### config.mk
export PLATFORM = sky130hd
export DESIGN_NAME = bus_arbiter
export DESIGN_NICKNAME = d
export VERILOG_FILES = /design/src/rtl/busarb_pkg.sv /design/src/rtl/busarb_prio_pick.sv /design/src/rtl/busarb_fair_mask.sv /design/src/rtl/bus_arbiter.sv
export SDC_FILE = /design/constraint.sdc
export NUM_CORES = 1
export LEC_CHECK = 0
export BUFFER_PORTS_ARGS = -buffer_cell sky130_fd_sc_hd__buf_2
export CORE_AREA = 2 2 39 41
export DETAILED_ROUTE_END_ITERATION = 6
export DIE_AREA = 0 0 41 43
export MAX_ROUTING_LAYER = met4
export PLACE_DENSITY = 0.87
export SLEW_MARGIN = 20
export SYNTH_ARGS = -nofsm -noshare
export SYNTH_HDL_FRONTEND = slang
export SYNTH_SLANG_ARGS = --single-unit
### constraint.sdc
create_clock -name clk -period 4.8 [get_ports clk]
set_clock_uncertainty 0.15 [all_clocks]
set_input_delay 0.72 -clock clk [delete_from_list [all_inputs] [get_ports clk]]
set_output_delay 0.72 -clock clk [all_outputs]
set_load 0.005 [all_outputs]
### src/rtl/busarb_pkg.sv
`timescale 1ns/1ps
package busarb_pkg;
    typedef enum logic [1:0] {
        ST_IDLE   = 2'd0,
        ST_BUSY   = 2'd1,
        ST_PARKED = 2'd2
    } arb_state_t;
endpackage

### src/rtl/busarb_prio_pick.sv
`timescale 1ns/1ps
// Picks the lowest-index set bit of a vector (index 0 has top priority).
module busarb_prio_pick #(
    parameter int N = 4
) (
    input  logic [N-1:0] vec_i,
    output logic [N-1:0] pick_o
);
    logic [N:0] seen;

    assign seen[0] = 1'b0;

    for (genvar i = 0; i < N; i++) begin : g_bit
        assign pick_o[i]    = vec_i[i] & ~seen[i];
        assign seen[i + 1]  = seen[i] | vec_i[i];
    end
endmodule

### src/rtl/busarb_fair_mask.sv
`timescale 1ns/1ps
// Served mask: hides masters that already had a turn while unserved
// requesters remain; starts a fresh round when none remain.
module busarb_fair_mask #(
    parameter int N = 4
) (
    input  logic         clk,
    input  logic         rst_n,
    input  logic [N-1:0] cand_i,
    input  logic         take_i,
    input  logic [N-1:0] win_i,
    output logic [N-1:0] pool_o
);
    logic [N-1:0] served_q;
    logic [N-1:0] elig;
    logic         fresh;

    assign elig   = cand_i & ~served_q;
    assign fresh  = (elig == '0);
    assign pool_o = fresh ? cand_i : elig;

    always_ff @(posedge clk) begin
        if (!rst_n) begin
            served_q <= '0;
        end else if (take_i) begin
            served_q <= (fresh ? '0 : served_q) | win_i;
        end
    end

    // while unserved requesters remain, the chosen winner is never one already served
    a_r7_no_regrant: assert property (@(posedge clk) disable iff (!rst_n)
        (take_i && !fresh) |-> ((win_i & served_q) == '0));
endmodule

### src/rtl/bus_arbiter.sv
`timescale 1ns/1ps
module bus_arbiter
    import busarb_pkg::*;
#(
    parameter int N = 4
) (
    input  logic         clk,
    input  logic         rst_n,
    input  logic [N-1:0] req_i,
    input  logic [N-1:0] rel_i,
    output logic [N-1:0] gnt_o
);
    arb_state_t   state_q, state_d;
    logic [N-1:0] owner_q, owner_d;
    logic [N-1:0] cand;
    logic [N-1:0] pool;
    logic [N-1:0] win;
    logic         take;
    logic         rel_own;
    logic         own_req;

    // Next-owner selection runs every cycle, overlapped with the transfer.
    assign cand    = req_i & ~owner_q;
    assign rel_own = |(rel_i & owner_q);
    assign own_req = |(req_i & owner_q);

    busarb_fair_mask #(.N(N)) u_fair (
        .clk    (clk),
        .rst_n  (rst_n),
        .cand_i (cand),
        .take_i (take),
        .win_i  (win),
        .pool_o (pool)
    );

    busarb_prio_pick #(.N(N)) u_pick (
        .vec_i  (pool),
        .pick_o (win)
    );

    always_comb begin
        state_d = state_q;
        owner_d = owner_q;
        take    = 1'b0;
        unique case (state_q)
            ST_IDLE: begin
                if (|req_i) begin          // idle-claim
                    owner_d = win;
                    take    = 1'b1;
                    state_d = ST_BUSY;
                end
            end
            ST_BUSY: begin
                if (rel_own) begin
                    if (|cand) begin       // handover
                        owner_d = win;
                        take    = 1'b1;
                    end else begin         // park
                        state_d = ST_PARKED;
                    end
                end
            end
            ST_PARKED: begin
                if (own_req) begin         // resume
                    state_d = ST_BUSY;
                end else if (|cand) begin  // steal
                    owner_d = win;
                    take    = 1'b1;
                    state_d = ST_BUSY;
                end
            end
            default: begin
                state_d = ST_IDLE;
                owner_d = '0;
            end
        endcase
    end

    // State register
    always_ff @(posedge clk) begin
        if (!rst_n) begin
            state_q <= ST_IDLE;
            owner_q <= '0;
        end else begin
            state_q <= state_d;
            owner_q <= owner_d;
        end
    end

    // Outputs
    always_comb begin
        gnt_o = owner_q;
    end

    // never more than one grant
    a_r2_one_grant: assert property (@(posedge clk) disable iff (!rst_n)
        $onehot0(gnt_o));

    // an idle request yields a grant to a requester on the next edge
    a_r3_idle_claim: assert property (@(posedge clk) disable iff (!rst_n)
        (state_q == ST_IDLE && (|req_i)) |=> ((gnt_o & $past(req_i)) != '0));

    // the owner's grant holds until it releases
    a_r4_hold: assert property (@(posedge clk) disable iff (!rst_n)
        (state_q == ST_BUSY && !rel_own) |=> $stable(gnt_o));

    // release with others pending moves the grant at the next edge
    a_r5_handover: assert property (@(posedge clk) disable iff (!rst_n)
        (state_q == ST_BUSY && rel_own && (|cand))
        |=> ((gnt_o != $past(gnt_o)) && ((gnt_o & $past(req_i)) != '0)));

    // with nobody else requesting, a held grant stays put
    a_r8_park: assert property (@(posedge clk) disable iff (!rst_n)
        ((|gnt_o) && ((req_i & ~gnt_o) == '0)) |=> $stable(gnt_o));
endmodule

### After elaboration in Yosys (flattened, before gate mapping)

Cells that the tools add are included.
Widths: inputs -> output; s select.

* bits in registers: 10
* input bits: 10
* output and inout bits: 4
* logic and storage cells: 51

* multiplexer cells: 18
* reduce and logical (&&, ||, !) cells: 8
* equality and inequality tests: 7
* bitwise logic cells: 15

Operators by type and width (number)
* $mux 4: 6
* $and 4x4->4: 4
* $reduce_or 4->1: 4
* $pmux 4 s3: 1
* $mux 2: 5
* $ne 2x2->1 const B: 4
* $not 4->4: 2
* $pmux 2 s3: 1
* $logic_not 4->1: 1
* $mux 1: 4
* $or 4x4->4: 1
* $reduce_and 4->1: 1
* $and 1x1->1: 3
* $ne 3x3->1 const B: 1
* $not 1->1: 3
* $pmux 1 s3: 1
* $reduce_and 3->1: 1
* $eq 2x1->1 const B: 1
* $eq 2x2->1 const B: 1
* $logic_not 2->1: 1
* $or 1x1->1: 2

### Longest topological paths before layout

* word-level depth: 12
* gate-level depth with buffers: 6
* mapped depth without buffers: 6

### Hierarchy

Synthesis repeated with hierarchy kept, for this count alone.

* cell total of the unflattened synthesis: 90
* area total of the unflattened synthesis: 763.2 um^2

By module, submodules not included
* bus_arbiter: sequential area each 120.1 um^2, times used 1, area an instance 484.2 um^2, cells an instance 58
* busarb_fair_mask: sequential area each 80.1 um^2, times used 1, area an instance 242.7 um^2, cells an instance 28
* busarb_prio_pick: sequential area each 0.0 um^2, times used 1, area an instance 36.3 um^2, cells an instance 4

### Least setup slack after synthesis

Ideal clock, no wire load.

* path type: input to register
* start: input port rel_i[0]
* end: register owner_q[0], in the netlist gnt_o[0]
* data arrival time: 1.945 ns
* setup slack: 2.639 ns
* cell stages on the path: 5
* path buffers: 0
* cells stage by stage: a22oi_1 a32o_2 a221o_2 a2111o_1 a21boi_2

* cells in the longest elaborated chain, start to end: 4

Ends and longest elaborated chain
* start, declared: line bus_arbiter.sv:10 `input logic [N-1:0] rel_i,`
* $and 4x4->4: line bus_arbiter.sv:24 `assign rel_own = |(rel_i & owner_q);`
* $reduce_or 4->1: line bus_arbiter.sv:24
* $ne 2x2->1 (no line)
* $reduce_and 3->1 (no line)
* end signal, assigned: line bus_arbiter.sv:86 `owner_q <= owner_d;`
* end, declared: line bus_arbiter.sv:14 `logic [N-1:0] owner_q, owner_d;`

Every way passes these cells.
A chain may end at the register's enable or synchronous reset.

### Worst setup path in the final report

* start: input port req_i[2]
* end: register owner_q[3], in the netlist gnt_o[3]

* cells in the longest elaborated chain, start to end: 11
* elaborated cells on any way between the ends: 20
* classes of those cells: 2 x eq/ne; 6 x mux; 7 x bitwise; 5 x reduce/logical

Ends and longest elaborated chain
* start, declared: line bus_arbiter.sv:9 `input logic [N-1:0] req_i,`
* $and 4x4->4: line bus_arbiter.sv:23 `assign cand = req_i & ~owner_q;`
* $and 4x4->4: line busarb_fair_mask.sv:18 `assign elig = cand_i & ~served_q;`
* $logic_not 4->1: line busarb_fair_mask.sv:19 `assign fresh = (elig == '0);`
* $mux 4: line busarb_fair_mask.sv:20 `assign pool_o = fresh ? cand_i : elig;`
* $or 1x1->1 (2 in series): line busarb_prio_pick.sv:15 `assign seen[i + 1] = seen[i] | vec_i[i];`
* $not 1->1: line busarb_prio_pick.sv:14 `assign pick_o[i] = vec_i[i] & ~seen[i];`
* $and 1x1->1: line busarb_prio_pick.sv:14
* $mux 4: line bus_arbiter.sv:55, bus_arbiter.sv:66
* $mux 4 (on tied branches): line bus_arbiter.sv:64, bus_arbiter.sv:54
* $pmux 4 s3: line bus_arbiter.sv:45 `unique case (state_q)`

Parallel ways exist; a longest one is shown, timed or not. The select of a mux whose other input is x is not followed.

==> results.md <==
Status:
- The flow ran to the end, and the final reports show no timing, DRC or antenna violations.

Synthesis:
- A synthesized cell averages 8.608 um2.
- When the netlist entered floorplanning its net count stood at 98.
- During synthesis, Yosys emitted a total of 0 warnings.
- The register bit count reported by yosys is 10.
- The cell area that synthesis handed to floorplanning was 714.4 um2.
- The leading cell type by number of instances after synthesis is nand2_1.
- Yosys attributes the largest share of cell area to dfxtp_1 28%, ha_1 8.8%, nand2_1 5.8%, o22ai_1 5.3%, a22oi_1 4.2%.
- Among all flip-flop cells after synthesis, the most frequent one is dfxtp_1.
- The number of enable flip-flop cells after synthesis is 0.
- The proportion of register bits with asynchronous set or reset after synthesis is 0.
- The fraction of the yosys area taken by sequential cells is 0.2802.
- Of the post-synthesis cell area, the dominant cell type holds 0.2802.
- The cell accounting for the most synthesized area is dfxtp_1.
- After synthesis, the most frequently instantiated cells are 11 x nand2_1, 10 x dfxtp_1, 6 x o22ai_1, 5 x ha_1.
- After synthesis, the netlist uses 35 different library cells.
- Synthesis produced a netlist whose cell count is 83.

Timing:
- Setup total negative slack on the finished layout was measured at 0 ps.
- The part of the cycle the worst path needs is 0.4393.
- For this run, the top clock speed supported by timing is 474.3 MHz.
- Setup repair after global routing left no endpoint under its margin.
- Headroom to the max-slew limit came out at 0.6841.
- Across all hold checks on the routed design, the worst slack comes to 330.0 ps.
- At the pin with the least slew margin, the transition time is 472.9 ps.
- The final number of max-transition violations is 0.
- The final count of hold timing violations came to 0.
- The final critical path time including I/O delays and setup is 2109 ps.
- The total setup violations reported at the end of the flow is 0.

Clocking:
- The number of hold buffers added after CTS was 0.
- The H-tree level count is 1.
- Once the clock tree was built, the setup fixing pass inserted 0 buffers.
- The clock root buffer master is clkbuf_4.
- The clock reaches the later pin of the worst-skew pair after 250 ps.
- The longest clock path from root to sink contains 2 buffers.
- The post-cts gate resize count is 0.
- The TritonCTS sink count is 10.
- TritonCTS built the clock tree.
- The total clock buffers created by CTS is 3.
- Clock-pin slew was measured on the worst setup and hold paths at 60 ps.

Final layout:
- The area growth from synthesis to layout is 14.36%.
- The number of antenna cells inserted is 0.
- After the last flow step, the layout net total stands at 115.
- Once layout is complete, the utilization of the core stands at 0.5904.
- In the final layout, the share of cells above drive strength 1 is 0.2653.

Critical path:
- Data on the critical path arrives at its endpoint at 2110 ps.
- The required arrival time at the worst endpoint is 4800 ps.
- The critical path launch point type is a primary input.
- The worst register-to-register path has a setup slack of 2720 ps.
- The startpoint identified for the worst register-to-register timing path is state_q[0]$_SDFFE_PN0P_.
- The startpoint of the worst setup timing path is req_i[2].
- Along the worst path, the maximum fanout reaches 5.
- The worst setup path is of the primary input to flop kind.
- STA classifies the critical path endpoint as a flop.

Global routing:
- The via count of the first global-routing pass is 692.
- Summed over all layers, the global routing overflow is 0.
- The total routing resource utilization after global routing is 0.2422.
- Entering global routing, the biggest net connects 15 pins.
- The initial antenna violation count was 0.
- The global-route wire length before repair is 2794 um.

Pwr:
- The internal power contribution is 235.1 uW.
- VDD sags by at most 0.2117 mV.
- Power spread over the standard cell area amounts to 488.3 nW/um2.
- Of the total power, the clock network draws 0.131.
- The power spent charging and discharging nets is 163.8 uW.
- The share of total power consumed by net switching is 0.4106.
- Of the total power, registers draw 0.358.
- The leakage power of the design is 0.3449 nW.
- The portion of total power attributed to combinational logic is 0.511.

Drt:
- The DRC violation total after the first TritonRoute iteration is 20.
- The post-route antenna net violation count is 0.
- In the routed layout, each cell is associated on average with a via count of 6.412.
- The wire length after detailed routing is 1713 um.
- Dividing the detail-routed wire length by the instance count gives 15.03 um.
- The iteration count of the initial detailed-routing pass is 4.
- The routed layout has 731 vias.
- The number of DRC violations after detailed routing is 0.

Placement:
- The congestion estimate from routability-driven global placement came to 0.7914.
- The detailed-placement wirelength estimate is 1350 um.
- The count of buffers from port buffering is 13.

Die:
- The overall die area is 1763 um2.
- The initial standard-cell utilization of the core is 0.5163.
- From bottom edge to top edge, the die measures 43 um.
- The total number of placement rows is 14.
- For this design the top-level I/O count stands at 14.
- The area of the placeable core is 1384 um2.
- In this run the horizontal extent of the chip is 41 um.

Hold path:
- The worst hold path class is flop to flop.
- The startpoint of the tightest hold check path is u_fair.served_q[2]$_SDFFE_PN0P_.

Flow run:
- The tool flagged a number of max-cap violations equal to 0.
[stage by stage]
stage / total power [mW] / instance area [um2] / setup slack, ps / instances
floorplan: 0.2903 / 714.4 / 2639 / 83
global placement: 0.3354 / 794.5 / 2487 / 111
detailed placement: 0.3422 / 794.5 / 2461 / 111
CTS: 0.3972 / 817.0 / 2728 / 114
global route: 0.4338 / 817.0 / 2536 / 114
finish: 0.3989 / 817.0 / 2691 / 114
[layout by cell type, fill, tap and decap left out, types with 3 or more instances in the layout]
cell       n
buf_2     13
nand2b_1   4
o22ai_1    6
clkbuf_4   3
o21ai_0    4
ha_1       5
nand2_1   11
nor2_1     3
o31ai_1    3
nand3_1    4
dfxtp_1   10
a22oi_1    4
[cell families (layout without fill, tap and decap cells)]
family                   count (synthesis)  count (layout)  synth area share
adder cells (fa/ha/maj)                  5               5           0.08757
multiplexers                             2               2           0.02802
AND/OR/NAND/NOR                         35              35            0.2820
buffers and inverters                    3              18           0.01751
flip-flops                              10              10            0.2802
AO/OA/AOI/OAI                           28              28            0.3047
[final cells by class]
cell class / instances / area [um2]
Timing Repair Buffer: 13 / 65.06
Inverter: 2 / 7.507
Clock buffer: 3 / 22.52
Multi-Input combinational cell: 70 / 501.7
Sequential cell: 10 / 200.2
Tap cell: 16 / 20.02
Fill cell: 128 / 566.8
[worst paths after layout]
check	to	cells after the start
worst max-delay path	gnt_o[3]$_SDFFE_PN0P_	6
worst min-delay path	u_fair.served_q[2]$_SDFFE_PN0P_	2
worst max register to register	gnt_o[0]$_SDFFE_PN0P_	6
worst min register to register	u_fair.served_q[2]$_SDFFE_PN0P_	2
[power by group through the flow]
stage	Sequential (mW)	Clock [mW]	Combinational, mW
global placement	0.141	0	0.195
detailed placement	0.143	0	0.199
floorplan	0.135	0	0.155
global route	0.146	0.0577	0.230
finish	0.143	0.0521	0.204
CTS	0.141	0.0554	0.201
[critical path, cell delays in order]
cell,delay [ps]
buf_2,130
nor3b_1,430
o21ai_0,150
a22oi_1,250
nand3b_1,150
o31ai_1,280
[sequential cells by signal, summed over array words and instances (netlist names)]
| name | cells |
|---|---|
| state_q | 2 |
| gnt_o | 4 |
| u_fair.served_q | 4 |
[routing by layer]
metal / wire length, um / GRT usage / vias to the layer above
met5: 0 / - / -
met4: 36 / 0.1533 / 0
met3: 103 / 0.05236 / 6
met2: 844 / 0.3781 / 31
met1: 730 / 0.2623 / 343
li1: - / - / 351
No activity file was read; power rests on OpenSTA's default activity.
